### src/rtl/ffirst_pkg.sv
package ffirst_pkg;
    typedef enum logic [1:0] {
        ST_IDLE = 2'd0,
        ST_RUN  = 2'd1,
        ST_FIN  = 2'd2
    } ffst_t;

    typedef enum logic [1:0] {
        SEL_LT = 2'd0,
        SEL_GT = 2'd1,
        SEL_EQ = 2'd2,
        SEL_SO = 2'd3
    } csel_t;

    typedef struct packed {
        logic [1:0] sel;
        logic       inv;
        logic       incl_eff;
        logic       cro;
    } ffcfg_t;
endpackage

### src/rtl/ffirst_bittest.sv
module ffirst_bittest #(
    parameter int CW = 4,
    localparam int SW = $clog2(CW)
) (
    input  logic [CW-1:0] cond,
    input  logic [SW-1:0] sel,
    input  logic          inv,
    output logic          fail
);
    always_comb begin
        fail = (cond[sel] == inv);
    end
endmodule

### src/rtl/ffirst_lencalc.sv
module ffirst_lencalc #(
    parameter int VL_W = 7
) (
    input  logic [VL_W-1:0] idx,
    input  logic [VL_W-1:0] vl,
    input  logic            fail,
    input  logic            incl,
    output logic [VL_W-1:0] len
);
    always_comb begin
        if (fail)
            len = idx + VL_W'(incl);
        else
            len = vl;
    end
endmodule

### src/rtl/ffirst_seq.sv
module ffirst_seq
    import ffirst_pkg::*;
#(
    parameter int VL_W = 7,
    parameter int CW   = 4
) (
    input  logic            clk,
    input  logic            rst_n,
    input  logic            start,
    input  logic [VL_W-1:0] vlen_in,
    input  logic [1:0]      cfg_sel,
    input  logic            cfg_inv,
    input  logic            cfg_incl,
    input  logic            cfg_rc,
    input  logic            cfg_cronly,
    input  logic            el_valid,
    input  logic [CW-1:0]   el_cond,
    output logic            res_we,
    output logic            cond_we,
    output logic [VL_W-1:0] el_idx,
    output logic [VL_W-1:0] vlen_out,
    output logic            done
);
    ffst_t           st, st_nx;
    ffcfg_t          cfg_q;
    logic [VL_W-1:0] vl_q;
    logic [VL_W-1:0] idx_q;
    logic [VL_W-1:0] len_nx;
    logic            el_fail;
    logic            take;
    logic            last_el;
    logic            idle_st;
    logic            run_st;
    logic            cro_q;

    ffirst_bittest #(.CW(CW)) u_test (
        .cond (el_cond),
        .sel  (cfg_q.sel),
        .inv  (cfg_q.inv),
        .fail (el_fail)
    );

    ffirst_lencalc #(.VL_W(VL_W)) u_len (
        .idx  (idx_q),
        .vl   (vl_q),
        .fail (el_fail),
        .incl (cfg_q.incl_eff),
        .len  (len_nx)
    );

    assign idle_st = (st == ST_IDLE);
    assign run_st  = (st == ST_RUN);
    assign cro_q   = cfg_q.cro;
    assign take    = run_st && el_valid;
    assign last_el = (idx_q == vl_q - VL_W'(1));

    // next-state logic
    always_comb begin
        st_nx = st;
        unique case (st)
            ST_IDLE: if (start) st_nx = (vlen_in == '0) ? ST_FIN : ST_RUN;
            ST_RUN:  if (take && (el_fail || last_el)) st_nx = ST_FIN;
            ST_FIN:  st_nx = ST_IDLE;
            default: st_nx = ST_IDLE;
        endcase
    end

    // state register and datapath registers
    always_ff @(posedge clk) begin
        if (!rst_n) begin
            st       <= ST_IDLE;
            cfg_q    <= '0;
            vl_q     <= '0;
            idx_q    <= '0;
            vlen_out <= '0;
        end else begin
            st <= st_nx;
            if (idle_st && start) begin
                cfg_q.sel      <= cfg_sel;
                cfg_q.inv      <= cfg_inv;
                cfg_q.incl_eff <= cfg_incl & ~cfg_rc;
                cfg_q.cro      <= cfg_cronly;
                vl_q           <= vlen_in;
                idx_q          <= '0;
                vlen_out       <= '0;
            end else if (take) begin
                if (el_fail || last_el)
                    vlen_out <= len_nx;
                else
                    idx_q <= idx_q + VL_W'(1);
            end
        end
    end

    // outputs
    always_comb begin
        cond_we = 1'b0;
        res_we  = 1'b0;
        done    = 1'b0;
        el_idx  = idx_q;
        unique case (st)
            ST_IDLE: ;
            ST_RUN: begin
                cond_we = take;
                res_we  = take && !cfg_q.cro && (!el_fail || cfg_q.incl_eff);
            end
            ST_FIN:  done = 1'b1;
            default: ;
        endcase
    end
endmodule

### config.mk
export PLATFORM = sky130hd
export DESIGN_NAME = ffirst_seq
export DESIGN_NICKNAME = d
export VERILOG_FILES = /design/src/rtl/ffirst_pkg.sv /design/src/rtl/ffirst_bittest.sv /design/src/rtl/ffirst_lencalc.sv /design/src/rtl/ffirst_seq.sv
export SDC_FILE = /design/constraint.sdc
export NUM_CORES = 1
export LEC_CHECK = 0
export CAP_MARGIN = 20
export CORE_UTILIZATION = 49
export DETAILED_ROUTE_END_ITERATION = 10
export GPL_TIMING_DRIVEN = 0
export HOLD_SLACK_MARGIN = 0.12
export PLACE_DENSITY = 0.9
export SLEW_MARGIN = 25
export SYNTH_ARGS = -nofsm -noshare
export SYNTH_HDL_FRONTEND = slang
export SYNTH_SLANG_ARGS = --single-unit
### constraint.sdc
create_clock -name clk -period 3.49 [get_ports clk]
set_clock_uncertainty 0.1 [all_clocks]
set_input_delay 1.047 -clock clk [delete_from_list [all_inputs] [get_ports clk]]
set_output_delay 1.047 -clock clk [all_outputs]
set_load 0.05 [all_outputs]
Yosys cells after proc, flatten, opt, wreduce, memory -nomap -nowiden:

Cells that the tools add are included.

* input bits: 21
* word-level logic and storage cells: 47
* output and inout bits: 17
* register bits: 28

* reduce and logical (&&, ||, !) cells: 15
* add/subtract/negate cells: 3
* multiplexer cells: 10
* $lt $le $gt $ge: 1
* equal/unequal tests: 6
* bitwise operators: 4

Operators with widths (number)
* 7-bit by 1-bit adder with 7-bit output: 1
* 7-bit by 1-bit adder with 7-bit output (second input constant): 1
* 7-bit equality test: 1
* 7-bit logical NOT: 1
* 7-bit two-way mux: 1
* 7-bit by 1-bit subtractor with 7-bit output (second input constant): 1
* 2-bit two-way mux: 3
* 2-bit AND reduction: 3
* 1-bit logical AND: 5
* 1-bit two-way mux: 4
* 2-bit one-hot mux with 2 select lines: 1
* 2-bit by 3-bit < comparator with 1-bit output (second input constant): 1
* 1-bit NOT: 3
* 1-bit binary-select mux with 2-bit select: 1
* 2-bit by 1-bit equality test with 1-bit output (second input constant): 1
* 2-bit equality test (second input constant): 1
* 1-bit logical NOT: 2
* 2-bit logical NOT: 1
* 1-bit logical OR: 2
* 2-bit by 1-bit != test with 1-bit output (second input constant): 1
* 2-bit != test (second input constant): 1
* 2-bit OR reduction: 1
* 1-bit AND: 1
* 1-bit equality test: 1

Logic depth before layout (Yosys ltp):

* word-level depth: 7
* mapped depth: 9
* gate-level depth less buffers: 8

Hierarchy:

Synthesis repeated with hierarchy kept, for this count alone.

* cells, all modules: 205
* area, all modules: 1659.1 um2

Modules (own cells, without submodules)
* ffirst_seq: cells each 177, area an instance 1457.6 um2, seq. area each 560.5 um2, instances 1
* ffirst_lencalc: cells each 26, area an instance 170.2 um2, seq. area each 0.0 um2, instances 1
* ffirst_bittest: cells each 2, area an instance 31.3 um2, seq. area each 0.0 um2, instances 1

Worst setup path after synthesis:

Ideal clock, no wire load.

* kind: input-to-output
* start point: input el_cond[3]
* end point: output res_we
* setup slack: -0.824 ns
* required time: 2.343 ns
* buffers on the path: 1
* cell stages on the path: 4
* data arrival time: 3.167 ns
* path through: mux4_2 > xnor2_1 > clkbuf_1 > a211oi_1

* word-level cells in the longest chain between the ends: 7

RTL lines
* start, declared: RTL line ffirst_seq.sv:17 `input logic [CW-1:0] el_cond,`
* 1-bit binary-select mux with 2-bit select: RTL line ffirst_bittest.sv:11 `fail = (cond[sel] == inv);`
* 1-bit two-way mux (implied by the code): RTL line ffirst_bittest.sv:11
* 1-bit equality test: RTL line ffirst_bittest.sv:11
* 1-bit logical NOT: RTL line ffirst_seq.sv:105 `res_we = take && !cfg_q.cro && (!el_fail || cfg_q.incl_eff);`
* 1-bit logical OR: RTL line ffirst_seq.sv:105
* 1-bit logical AND: RTL line ffirst_seq.sv:105
* 1-bit two-way mux: RTL line ffirst_seq.sv:101 `unique case (st)`
* end, declared: RTL line ffirst_seq.sv:18 `output logic res_we,`

Every way passes these cells. The select of a mux whose other input is x is not followed.

Worst setup path in the final report:

* start point: input el_cond[0]
* end point: output res_we

The elaborated chain is that of the path after synthesis.

==> metrics.md <==
| Metric | Value |
|---|---|
| Status | `complete, no violations` |
| DRC violations left | `0` |
| Post-synth top area cell | `dfxtp_1` |
| Clk_lat worst skew | `0.34 ns` |
| Top cell type's share of synthesized area | `35.2%` |
| Worst slack, placed | `-1.03 ns` |
| Initial core utilization | `51.7%` |
| R2R cell count | `8` |
| I/O Buffers | `37` |
| Syn Inst Count | `190` |
| Finish-stage setup viols | `0` |
| Design internal power | `0.535 mW` |
| Crit path buffers/inverters | `2` |
| Period Utilization, post-route | `98.4%` |
| Asr flop ratio synth | `0%` |
| Finished Layout Cells | `278` |
| Ant diodes | `0` |
| Vias in the first global route | `1551` |
| P&R area growth vs syn | `34.5%` |
| CP cell instances | `clkdlybuf4s15_1 > mux4_2 > xnor2_4 > a211oi_4 > buf_6` |
| Antenna Violating Nets Remaining | `0` |
| Final net count | `260` |
| Sw frac | `30.4%` |
| R2r startpoint | `vl_q[0]` |
| # hold bufs at CTS | `0` |
| IR Drop Worst-Case VDD | `0.000309 V` |
| Post-DP HPWL | `2900 um` |
| Sinks on Clock Net | `28` |
| Placed cells | `271` |
| Die Span Y | `59.0 um` |
| Post-Syn Area | `1590 sq um` |
| I/O pin cnt | `38` |
| DR iter-0 viols | `95` |
| Primary FF master, synth | `dfxtp_1` |
| P_leak | `0.775 nW` |
| Pwr per Cell Area | `360 nW/um^2` |
| Netlist cell types | `43` |
| Hold Fails Final Rpt | `0` |
| Drt first pass iters | `4` |
| Crit path time final | `3.43 ns` |
| Seq cells post-synth | `28` |
| Initial antenna violation count | `0` |
| Clk pwr share | `28.5%` |
| Count leader, synth | `nand2_1` |
| Number of cells on the critical path | `5` |
| Inserted Clock Buffers | `3` |
| Max-cap viol count | `0` |
| Largest family of logic cells by synthesized area | `compound AO/OA/AOI/OAI gates` |
| Post-Syn Nets | `215` |
| Mux cell area share after synthesis | `2.05%` |
| Commonest cells post-synth | `nand2_1 (33), dfxtp_1 (28), a21boi_0 (12), a21oi_1 (12), nand3_1 (9)` |
| Crit path capture | `res_we` |
| Via density per instance | `5.90` |
| Core area | `3080 sq um` |
| Seq pwr share | `45.0%` |
| WL final | `4100 um` |
| RSZ-0062 raised after global routing | `false` |
| Ys Warns | `0` |
| Worst slew margin | `55.6%` |
| Layout fillers | `261` |
| CTS root buffer | `clkbuf_4` |
| Cell family with most CP delay | `multiplexers` |
| Reg-to-reg endpoint | `vlen_out[1]` |
| Clk slew on worst S/H paths | `0.16 ns` |
| Critical Path Fanout Max | `2` |
| Total GRT Usage | `26.2%` |
| Post-synthesis xor/xnor area fraction | `8.26%` |
| Slew Viols, Final | `0` |
| Max incr delay on CP | `0.51 ns` |
| GRT overflow | `0` |
| Row count | `20` |
| Critical path origin | `el_cond[0]` |
| Max clock buf depth | `2` |
| Fmax | `291 MHz` |
| Actual slew at the worst max-slew pin | `0.649 ns` |
| Top cells by area, synth | `dfxtp_1 (35%), nand2_1 (7.8%), a21boi_0 (5.7%)` |
| DIE WIDTH | `59.0 um` |
| Kind of critical path | `input pin to primary output` |
| Hold Crit Class | `register to register` |
| Switching Power | `0.234 mW` |
| Total power | `0.770 mW` |
| Layout cell share with drive strength beyond 1 | `11.1%` |
| Slowest-stage cell, CP | `mux4_2` |
| Largest net degree at the start of global routing | `17` |
| Setup crit start kind | `input pin` |
| Syn avg cell area | `8.37 sq um` |
| Min setup slack post-route | `0.0564 ns` |
| Worst Path Required | `2.34 ns` |
| Multi-input gate area | `983 sq um` |
| Register area | `561 sq um` |
| TNS Setup | `0 ns` |
| CTS tree | `yes` |
| Via count | `1641` |
| Compound-Gate Fraction of Synth Area | `23.7%` |
| Comb power frac | `26.5%` |
| Sequential area share after synthesis | `35.2%` |
| First-pass GRT wire length | `6960 um` |
| Post-synth EDFFs | `0` |
| Avg WL per Cell | `14.7 um` |
| Synth Area in Adders | `3.15%` |
| R2R setup slack | `0.52 ns` |
| Worst EP arrival | `2.29 ns` |
| Die area | `3480 sq um` |
| Final Wtd Congestion | `0.880` |
| Simple-Gate Fraction of Synth Area | `22.0%` |
| Crit end category | `primary output` |
| Hold WS | `0.386 ns` |
| CTS H-tree lvls | `1` |
==> flip-flops by register name, summed over array words and instances, names as in the netlist <==
signal,count
cfg_q,4
cro_q,1
st,2
vl_q,7
el_idx,7
vlen_out,7
==> repair_timing <==
item | in CTS | in global routing
endpoints found under the setup margin | 2 | 2
gates resized for setup | 28 | 2
setup buffers | 2 | 2
pin swaps | 2 | 3
==> layout by cell type (no fill, tap or decap), types with 2 or more instances in the layout <==
master and n:
nor2_1 7, or4_2 3, buf_6 2, or4_1 2, a2111oi_0 2, nand2_1 33
clkbuf_1 5, buf_4 5, and3_1 2, o2111ai_1 5, a21boi_0 12, a21oi_1 12
nand3b_1 2, ha_1 4, xor2_1 7, dfxtp_1 28, xnor2_1 7, buf_2 2
o21ai_0 8, clkdlybuf4s50_1 31, nand3_1 8, inv_1 7, nor4_1 2, clkdlybuf4s15_1 2
o31ai_1 3, clkbuf_4 4, nor3_1 4
==> through the flow <==
step | utilization [%] | area (sq um)
2_1_floorplan | - | 1620
3_3_place_gp | 66.5 | 2050
3_5_place_dp | 66.5 | 2050
4_1_cts | 68.9 | 2120
5_1_grt | 69.5 | 2140
6_report | 69.5 | 2140
==> layout make-up <==
cell class                 instances  area share (%)
inverter                           7            1.23
clock buffer                       3            1.05
buffer                            10            3.34
tap                               44            2.57
multi-input combinational        144            46.0
timing repair buffer              41            18.2
sequential                        28            26.2
clock inverter                     1            1.40
==> power groups by stage <==
| stage | Combinational [mW] | Sequential [mW] | Clock (mW) |
|---|---|---|---|
| after global placement | 0.187 | 0.351 | 0 |
| after global routing | 0.221 | 0.348 | 0.230 |
| final | 0.204 | 0.346 | 0.219 |
| after floorplan | 0.125 | 0.355 | 0 |
| after CTS | 0.198 | 0.346 | 0.220 |
| after detailed placement | 0.193 | 0.352 | 0 |
==> worst register-to-register path: cells and delay by family, from the launching register on <==
family | cells | cell delay, ns
AO/OA/AOI/OAI | 2 | 1.23
AND/OR/NAND/NOR | 3 | 0.65
flip-flops | 1 | 0.39
adder cells (fa/ha/maj) | 1 | 0.23
XOR/XNOR | 1 | 0.17
buffers and inverters | 1 | 0.09
==> logic make-up after synthesis <==
family / Yosys count
multiplexers: 2
AO/OA/AOI/OAI: 52
XOR/XNOR: 15
buffers and inverters: 18
AND/OR/NAND/NOR: 71
flip-flops: 28
adder cells (fa/ha/maj): 4
==> per-layer routing <==
metal | vias up | track usage [%] | routed length, um
met2 | 80 | 45.5 | 1980
met4 | 0 | 8.84 | 125
met3 | 15 | 3.49 | 279
met1 | 764 | 33.3 | 1710
li1 | 782 | - | -
met5 | - | 0 | 0
==> how the worst min path moves through the flow <==
stage,cells past startpoint,endpoint,from,slack (ns)
detailed placement,2,vlen_out[5],vlen_out[5],0.37
floorplan,2,cfg_q[4],cfg_q[4],0.35
global placement,2,vlen_out[2],vlen_out[2],0.36
CTS,2,vlen_out[2],vlen_out[2],0.39
global route,2,vlen_out[2],vlen_out[2],0.41
finish,2,vlen_out[2],vlen_out[2],0.39
(Power assumes the default switching activity.)
